<file path="src/rtl/uart_irq_pkg.sv">
package uart_irq_pkg;

    localparam int NUM_SRC   = 11;
    localparam int ADDR_W    = 3;
    localparam int NUM_LINES = 6;

    // cause bit positions
    localparam int B_RI    = 0;
    localparam int B_CTS   = 1;
    localparam int B_DCD   = 2;
    localparam int B_DSR   = 3;
    localparam int B_RX    = 4;
    localparam int B_TX    = 5;
    localparam int B_RTO   = 6;
    localparam int B_FRAME = 7;
    localparam int B_PAR   = 8;
    localparam int B_BRK   = 9;
    localparam int B_OVR   = 10;

    typedef logic [NUM_SRC-1:0] irq_vec_t;

    typedef enum logic [ADDR_W-1:0] {
        OFS_TXDATA = 3'd0,
        OFS_RAW    = 3'd1,
        OFS_MASK   = 3'd2,
        OFS_MASKED = 3'd3,
        OFS_CLEAR  = 3'd4
    } reg_ofs_e;

    // output line index
    typedef enum int {
        LN_ANY   = 0,
        LN_RX    = 1,
        LN_TX    = 2,
        LN_RTO   = 3,
        LN_MODEM = 4,
        LN_ERR   = 5
    } line_e;

    typedef struct packed {
        logic tx_we;
        logic mask_we;
        logic clr_we;
        irq_vec_t wdata;
    } wr_ctl_t;

    function automatic irq_vec_t bit_of(input int idx);
        irq_vec_t v;
        v = '0;
        v[idx] = 1'b1;
        return v;
    endfunction

    function automatic irq_vec_t line_mask(input int line);
        case (line)
            LN_ANY:   return '1;
            LN_RX:    return bit_of(B_RX);
            LN_TX:    return bit_of(B_TX);
            LN_RTO:   return bit_of(B_RTO);
            LN_MODEM: return bit_of(B_RI) | bit_of(B_CTS) | bit_of(B_DCD) | bit_of(B_DSR);
            default:  return bit_of(B_FRAME) | bit_of(B_PAR) | bit_of(B_BRK) | bit_of(B_OVR);
        endcase
    endfunction

endpackage

</file>
<file path="src/rtl/uart_irq_regif.sv">
module uart_irq_regif
    import uart_irq_pkg::*;
(
    input  logic              clk,
    input  logic              rst,
    input  logic              req_valid,
    input  logic              req_write,
    input  logic [ADDR_W-1:0] req_addr,
    input  irq_vec_t          req_wdata,
    input  irq_vec_t          raw_q,
    input  irq_vec_t          mask_q,
    output wr_ctl_t           wr,
    output logic              rd_valid,
    output irq_vec_t          rd_data
);

    logic     wr_req;
    logic     rd_req;
    irq_vec_t rd_mux;

    assign wr_req = req_valid && req_write;
    assign rd_req = req_valid && !req_write;

    always_comb begin
        wr.tx_we   = wr_req && (req_addr == OFS_TXDATA);
        wr.mask_we = wr_req && (req_addr == OFS_MASK);
        wr.clr_we  = wr_req && (req_addr == OFS_CLEAR);
        wr.wdata   = req_wdata;
    end

    always_comb begin
        case (req_addr)
            OFS_RAW:    rd_mux = raw_q;
            OFS_MASK:   rd_mux = mask_q;
            OFS_MASKED: rd_mux = raw_q & mask_q;
            default:    rd_mux = '0;
        endcase
    end

    always_ff @(posedge clk) begin
        if (rst) begin
            rd_valid <= 1'b0;
            rd_data  <= '0;
        end else begin
            rd_valid <= rd_req;
            rd_data  <= rd_req ? rd_mux : '0;
        end
    end

    // at most one write strobe per cycle
    assert_one_strobe_R6: assert property (@(posedge clk) disable iff (rst)
        $countones({wr.tx_we, wr.mask_we, wr.clr_we}) <= 1);

    assert_rd_follows_req_R6: assert property (@(posedge clk) disable iff (rst)
        rd_req |=> rd_valid);

endmodule

</file>
<file path="src/rtl/uart_irq_status.sv">
module uart_irq_status
    import uart_irq_pkg::*;
(
    input  logic     clk,
    input  logic     rst,
    input  irq_vec_t evt_set,
    input  wr_ctl_t  wr,
    output irq_vec_t raw_q,
    output irq_vec_t mask_q,
    output irq_vec_t raw_d,
    output irq_vec_t mask_d
);

    irq_vec_t set_vec;
    irq_vec_t clr_vec;

    assign set_vec = evt_set | (wr.tx_we ? bit_of(B_TX) : '0);
    assign clr_vec = wr.clr_we ? wr.wdata : '0;

    // set has priority over clear
    assign raw_d  = (raw_q & ~clr_vec) | set_vec;
    assign mask_d = wr.mask_we ? wr.wdata : mask_q;

    always_ff @(posedge clk) begin
        if (rst) begin
            raw_q  <= '0;
            mask_q <= '0;
        end else begin
            raw_q  <= raw_d;
            mask_q <= mask_d;
        end
    end

    assert_set_lands_R2: assert property (@(posedge clk) disable iff (rst)
        (|evt_set) |=> ((raw_q & $past(evt_set)) == $past(evt_set)));

    assert_tx_write_sets_R3: assert property (@(posedge clk) disable iff (rst)
        wr.tx_we |=> raw_q[B_TX]);

    assert_clear_works_R4: assert property (@(posedge clk) disable iff (rst)
        (wr.clr_we && !wr.tx_we) |=>
            ((raw_q & $past(wr.wdata) & ~$past(evt_set)) == '0));

    assert_no_spurious_rise_R2: assert property (@(posedge clk) disable iff (rst)
        1'b1 |=> ((raw_q & ~$past(raw_q) & ~$past(set_vec)) == '0));

    assert_mask_load_R6: assert property (@(posedge clk) disable iff (rst)
        wr.mask_we |=> (mask_q == $past(wr.wdata)));

    assert_mask_hold_R11: assert property (@(posedge clk) disable iff (rst)
        !wr.mask_we |=> $stable(mask_q));

endmodule

</file>
<file path="src/rtl/uart_irq_combine.sv">
module uart_irq_combine
    import uart_irq_pkg::*;
(
    input  logic                 clk,
    input  logic                 rst,
    input  irq_vec_t             raw_d,
    input  irq_vec_t             mask_d,
    output logic [NUM_LINES-1:0] irq_q
);

    irq_vec_t masked_d;
    assign masked_d = raw_d & mask_d;

    for (genvar k = 0; k < NUM_LINES; k++) begin : g_line
        localparam irq_vec_t SEL = line_mask(k);
        always_ff @(posedge clk) begin
            if (rst) irq_q[k] <= 1'b0;
            else     irq_q[k] <= |(masked_d & SEL);
        end
    end

    // combined line is high whenever any grouped line is high
    assert_any_covers_groups_R7: assert property (@(posedge clk) disable iff (rst)
        (|irq_q[NUM_LINES-1:1]) |-> irq_q[LN_ANY]);

endmodule

</file>
<file path="src/rtl/uart_irq_ctrl.sv">
module uart_irq_ctrl
    import uart_irq_pkg::*;
(
    input  logic              clk,
    input  logic              rst,
    input  logic [NUM_SRC-1:0] evt_set,
    input  logic              req_valid,
    input  logic              req_write,
    input  logic [ADDR_W-1:0] req_addr,
    input  logic [NUM_SRC-1:0] req_wdata,
    output logic              rd_valid,
    output logic [NUM_SRC-1:0] rd_data,
    output logic              irq_any,
    output logic              irq_rx,
    output logic              irq_tx,
    output logic              irq_rto,
    output logic              irq_modem,
    output logic              irq_err
);

    wr_ctl_t              wr;
    irq_vec_t             raw_q, mask_q, raw_d, mask_d;
    logic [NUM_LINES-1:0] irq_q;

    uart_irq_regif u_regif (
        .clk       (clk),
        .rst       (rst),
        .req_valid (req_valid),
        .req_write (req_write),
        .req_addr  (req_addr),
        .req_wdata (req_wdata),
        .raw_q     (raw_q),
        .mask_q    (mask_q),
        .wr        (wr),
        .rd_valid  (rd_valid),
        .rd_data   (rd_data)
    );

    uart_irq_status u_status (
        .clk     (clk),
        .rst     (rst),
        .evt_set (evt_set),
        .wr      (wr),
        .raw_q   (raw_q),
        .mask_q  (mask_q),
        .raw_d   (raw_d),
        .mask_d  (mask_d)
    );

    uart_irq_combine u_combine (
        .clk    (clk),
        .rst    (rst),
        .raw_d  (raw_d),
        .mask_d (mask_d),
        .irq_q  (irq_q)
    );

    assign irq_any   = irq_q[LN_ANY];
    assign irq_rx    = irq_q[LN_RX];
    assign irq_tx    = irq_q[LN_TX];
    assign irq_rto   = irq_q[LN_RTO];
    assign irq_modem = irq_q[LN_MODEM];
    assign irq_err   = irq_q[LN_ERR];

    // outputs track the registered state on the same edge
    assert_any_level_R7: assert property (@(posedge clk) disable iff (rst)
        irq_any == |(raw_q & mask_q));

    assert_single_lines_R8: assert property (@(posedge clk) disable iff (rst)
        {irq_rx, irq_tx, irq_rto} ==
        {raw_q[B_RX] & mask_q[B_RX], raw_q[B_TX] & mask_q[B_TX], raw_q[B_RTO] & mask_q[B_RTO]});

    assert_modem_group_R9: assert property (@(posedge clk) disable iff (rst)
        irq_modem == |(raw_q[B_DSR:B_RI] & mask_q[B_DSR:B_RI]));

    assert_err_group_R9: assert property (@(posedge clk) disable iff (rst)
        irq_err == |(raw_q[B_OVR:B_FRAME] & mask_q[B_OVR:B_FRAME]));

    assert_follow_R10: assert property (@(posedge clk) disable iff (rst)
        (raw_q == $past(raw_q) && mask_q == $past(mask_q)) |-> $stable(irq_q));

endmodule

</file>
<file path="config.mk">
export PLATFORM = sky130hd
export DESIGN_NAME = uart_irq_ctrl
export DESIGN_NICKNAME = d
export VERILOG_FILES = /design/src/rtl/uart_irq_pkg.sv /design/src/rtl/uart_irq_regif.sv /design/src/rtl/uart_irq_status.sv /design/src/rtl/uart_irq_combine.sv /design/src/rtl/uart_irq_ctrl.sv
export SDC_FILE = /design/constraint.sdc
export NUM_CORES = 1
export LEC_CHECK = 0
export ABC_CLOCK_PERIOD_IN_PS = 3900
export BUFFER_PORTS_ARGS = -buffer_cell sky130_fd_sc_hd__buf_2
export CAP_MARGIN = 20
export CELL_PAD_IN_SITES_DETAIL_PLACEMENT = 0
export CELL_PAD_IN_SITES_GLOBAL_PLACEMENT = 1
export CORE_UTILIZATION = 39
export DETAILED_ROUTE_END_ITERATION = 6
export PLACE_DENSITY = 0.78
export SYNTH_ARGS = -nofsm -noshare
export SYNTH_HDL_FRONTEND = slang
export SYNTH_SLANG_ARGS = --single-unit
</file>
<file path="constraint.sdc">
create_clock -name clk -period 3.9 [get_ports clk]
set_input_delay 0.585 -clock clk [delete_from_list [all_inputs] [get_ports clk]]
set_output_delay 0.585 -clock clk [all_outputs]
set_load 0.03 [all_outputs]
</file>
## Yosys cells after proc, flatten, opt, wreduce, memory -nomap -nowiden

Cells that the tools add are included.

- Bitwise logic cells: 7
- Reductions and logical operators: 11
- Eq/ne operators: 4
- Multiplexer cells: 4

Operators with widths:

| operator | number |
|---|---|
| AND 11 bit | 3 |
| case mux 11 bit (3 select lines) | 1 |
| two-way mux 11 bit | 2 |
| OR 11 bit | 2 |
| inverter 11 bit | 1 |
| OR reduction 11 bit | 1 |
| OR reduction 4 bit | 2 |
| equality test 3 x 2 -> 1 bit, second input constant | 2 |
| two-way mux 6 bit | 1 |
| logical AND 1 bit | 5 |
| equality test 3 x 1 -> 1 bit, second input constant | 1 |
| equality test 3 bit, second input constant | 1 |
| zero test 3 bit | 1 |
| OR reduction 2 bit | 1 |
| zero test 1 bit | 1 |
| inverter 1 bit | 1 |

- Output and inout bits: 18
- Register bits: 40
- Bits of input ports: 29
- Word-level logic and storage cells: 36

## Logic depth before layout (Yosys ltp)

- Word-level depth: 8
- Mapped depth: 6
- Depth with buffers taken out: 5

## Cells and area by module

A second synthesis with hierarchy kept.

- Cells, all modules: 190
- Area, all modules: 1930.6 µm²

Modules (own cells, without submodules):

| module | cells an instance | seq. area each (µm²) | area each (µm²) | instances |
|---|---|---|---|---|
| uart_irq_status | 103 | 440.4 | 1028.5 | 1 |
| uart_irq_regif | 67 | 240.2 | 691.9 | 1 |
| uart_irq_combine | 20 | 120.1 | 210.2 | 1 |

## Worst setup path before layout

Ideal clock, no wire load.

- Kind: input to register
- From: input port req_addr[1]
- To: register u_combine.irq_q[0]
- Setup slack: 2.106 ns
- Library setup time: 0.140 ns
- Arrival: 1.654 ns
- Required time: 3.760 ns
- Path buffers: 1
- Stages: 6
- Path through: and4bb_1 buf_6 a41o_1 a21oi_2 nor4_4 a41oi_1

- Cells in the longest elaborated chain, start to end: 8
- Elaborated cells on any way between the ends: 15
- Those cells by class: eq/ne (2); mux (3); bitwise (5); reduce/logical (5)

RTL lines:

| item | RTL line | RTL |
|---|---|---|
| start, declared | uart_irq_ctrl.sv:9 | `input logic [ADDR_W-1:0] req_addr,` |
| equality test 3 bit | uart_irq_regif.sv:27 | `wr.clr_we = wr_req && (req_addr == OFS_CLEAR);` |
| logical AND 1 bit | uart_irq_regif.sv:27 |  |
| two-way mux 11 bit | uart_irq_status.sv:18 | `assign clr_vec = wr.clr_we ? wr.wdata : '0;` |
| inverter 11 bit | uart_irq_status.sv:21 | `assign raw_d = (raw_q & ~clr_vec) \| set_vec;` |
| AND 11 bit | uart_irq_status.sv:21 |  |
| OR 11 bit | uart_irq_status.sv:21 |  |
| AND 11 bit * | uart_irq_combine.sv:12 | `assign masked_d = raw_d & mask_d;` |
| OR reduction 11 bit * | uart_irq_combine.sv:18 | `else irq_q[k] <= \|(masked_d & SEL);` |
| end signal, assigned by index | uart_irq_combine.sv:18 |  |
| end, declared | uart_irq_combine.sv:8 | `output logic [NUM_LINES-1:0] irq_q` |

Mark *: on every way between the ends. The rest lies on a longest branch, timed or not.
A chain may end at the register's enable or synchronous reset.

## Worst setup path after layout

Ends and elaborated chain as after synthesis.

==> flow_metrics.env <==
export IMPL_powerDensity_nw_per_um2=411
export IMPL_yosysWarnings=0
export IMPL_seqCellArea_um2=801
export IMPL_p_total_mw=0.793
export IMPL_worst_pin_slew_ps=1010
export IMPL_wl_met3_um=256
export IMPL_clk_pin_slew_ps=80
export IMPL_synth_top_area_cell="dfxtp_1"
export IMPL_end_kind="flip-flop"
export IMPL_synthesis_area_um2=1600
export IMPL_cts_buffer_depth=2
export IMPL_dieArea_um2=4360
export IMPL_cts_tree="yes"
export IMPL_drive_above_1_share_pct=26.5
export IMPL_grt_pass1_vias=1389
export IMPL_crit_arrival_ps=2290
export IMPL_cts_max_level=2
export IMPL_status="completed"
export IMPL_met1Wirelength_um=1820
export IMPL_cts_num_sinks=40
export IMPL_final_setup_tns_ps=0
export IMPL_worstHoldStart="u_status.mask_q[8]$_SDFF_PP0_"
export IMPL_hpwl_um=2620
export IMPL_track_usage_pct=20.8
export IMPL_min_to="u_regif.rd_data[8]$_SDFF_PP0_"
export IMPL_drc=0
export IMPL_final_nets=254
export IMPL_chipHeight_um=66.0
export IMPL_ctsResizeCount=0
export IMPL_fp_dieW_um=66.0
export IMPL_port_buffers=46
export IMPL_drt_first_iter_violations=104
export IMPL_hold_buffers=0
export IMPL_insertion_delay_ps=290
export IMPL_ir_worst_vdd_uv=198
export IMPL_antenna_left=0
export IMPL_numCtsBuffers=5
export IMPL_synth_avg_cell_area_um2=8.73
export IMPL_routed_top_layer="met4"
export IMPL_syn_nets=212
export IMPL_rsz0062_at_grt="no"
export IMPL_gp_congestion=0.820
export IMPL_cp_startpoint="req_addr[1]"
export IMPL_wl_met2_um=1820
export IMPL_r2r_end="u_combine.irq_q[0]$_SDFF_PP0_"
export IMPL_grt_pass1_wl_um=6600
export IMPL_crit_required_ps=4060
export IMPL_worst_path_max_fanout=15
export IMPL_viasPerCell=5.22
export IMPL_yosys_area_top_type_share_pct=50.1
export IMPL_holdWs_ps=462
export IMPL_final_setup_skew_ps=7.78
export IMPL_io_pins=47
export IMPL_period_share_pct=54.8
export IMPL_yosys_cell_types_count=26
export IMPL_synth_seq_cells=40
export IMPL_r2r_start="u_status.raw_q[7]$_SDFF_PP0_"
export IMPL_fmax_mhz=468
export IMPL_r2r_slack_ps=2650
export IMPL_core_area_um2=3800
export IMPL_layout_min_cycle_time_ps=2140
export IMPL_nFillCells=380
export IMPL_drv_slew=0
export IMPL_synth_cells=183
export IMPL_dr_total_vias=1429
export IMPL_grt_start_max_net_pins=30
export IMPL_synth_area_leaders="dfxtp_1 (50%), inv_1 (7.3%), a21oi_1 (6.9%)"
export IMPL_grt_ovfl_total=0
export IMPL_finalSetupViolCount=0
export IMPL_hold_viol=0
export IMPL_synthToLayoutAreaGrowth_pct=20.8
export IMPL_slew_headroom_pct=32.6
export IMPL_cts_root_buf="clkbuf_8"
export IMPL_hold_depth=2
export IMPL_critPathLaunchType="input pin"
export IMPL_antenna_found_initial=0
export IMPL_routed_wl_um=3970
export IMPL_drtPass1Iterations=4
export IMPL_antennaDiodeCount=0
export IMPL_hp_class="flip-flop to flip-flop"
export IMPL_worstRegToRegCells=5
export IMPL_p_leak_nw=0.897
export IMPL_yosysSeqAreaShare_pct=50.1
export IMPL_drv_cap=0
export IMPL_critical_path_class="input pin to flip-flop"
export IMPL_multi_input_area_um2=629
export IMPL_wl_per_cell_um=14.5
export IMPL_post_cts_setup_buffers=0
export IMPL_start_util_pct=42.1
export IMPL_rows=22
## synthesized netlist by cell type (all sizes together)
| cell | number |
|---|---|
| nor3 | 3 |
| nand4b | 1 |
| or2 | 1 |
| and4bb | 1 |
| a41o | 8 |
| nor2 | 25 |
| buf | 4 |
| o22a | 1 |
| and4b | 1 |
| nor4 | 2 |
| o211ai | 1 |
| inv | 31 |
| a221oi | 11 |
| a211oi | 1 |
| nand3 | 10 |
| dfxtp | 40 |
| nor3b | 1 |
| clkbuf | 7 |
| a41oi | 1 |
| o21ai | 8 |
| a21oi | 25 |
## stage by stage
| step | setup slack (ps) | cells | utilization, % | instance area [um2] |
|---|---|---|---|---|
| 2_1_floorplan | 2110 | 183 | - | 1600 |
| 3_3_place_gp | 1520 | 266 | 48.4 | 1840 |
| 3_5_place_dp | 1460 | 266 | 48.4 | 1840 |
| 4_1_cts | 1780 | 274 | 50.8 | 1930 |
| 5_1_grt | 1580 | 274 | 50.8 | 1930 |
| 6_report | 1760 | 274 | 50.8 | 1930 |
## layout by cell type, fill, tap and decap left out, types with 2 or more instances in the layout
cell / synthesis / final
buf_2: 2 / 46
dfxtp_1: 40 / 40
inv_1: 31 / 31
nor2_1: 25 / 25
a21oi_1: 22 / 22
a221oi_1: 11 / 11
nand3_1: 10 / 10
a41o_1: 8 / 8
o21ai_1: 6 / 6
clkbuf_8: 0 / 6
a21oi_2: 3 / 3
nor3_1: 3 / 3
o21ai_0: 2 / 2
clkinv_2: 0 / 2
## cells by family after synthesis
group	Yosys count	share of synthesized area (%)
compound gates	56	24.1
buf+inv	42	10.5
flops	40	50.1
simple gates	45	15.3
## worst max path at each step
stage	to	slack, ps	cells past startpoint
2_1_floorplan	u_combine.irq_q[0]$_SDFF_PP0_	2110	6
3_3_place_gp	u_combine.irq_q[0]$_SDFF_PP0_	1520	6
3_5_place_dp	u_combine.irq_q[0]$_SDFF_PP0_	1460	6
4_1_cts	u_combine.irq_q[0]$_SDFF_PP0_	1780	6
5_1_grt	u_combine.irq_q[0]$_SDFF_PP0_	1580	6
6_report	u_combine.irq_q[0]$_SDFF_PP0_	1760	6
## metal layers
metal	track usage, %	vias to the layer above
li1	-	719
met1	25.7	666
met2	33.2	38
met3	6.90	6
met4	8.24	0
met5	0	-
## flip-flops by register name (all words and copies together), names as in the netlist
register / cells
u_regif.rd_valid: 1
u_status.mask_q: 11
u_regif.rd_data: 11
u_combine.irq_q: 6
u_status.raw_q: 11
## report_power, final
group / leakage (nW) / internal (mW) / switching, mW / total, mW
combinational: 0.520 / 0.0292 / 0.0529 / 0.0822
sequential: 0.327 / 0.421 / 0.00516 / 0.427
clock: 0.0510 / 0.141 / 0.143 / 0.284
## cell type report
| cell class | instances | share of cell area, % |
|---|---|---|
| clock inverters | 2 | 0.519 |
| multi-input cells | 101 | 32.6 |
| clock buffers | 6 | 4.28 |
| inverters | 31 | 6.03 |
| flip-flops and latches | 40 | 41.5 |
| well taps | 48 | 3.11 |
| repair buffers | 46 | 11.9 |
## critical path, stage by stage
cell      delay, ps
buf_2           200
and4bb_1        660
a41o_1          270
a21oi_1          60
nor4_2          360
a41oi_1         150
(Power assumes the default switching activity.)
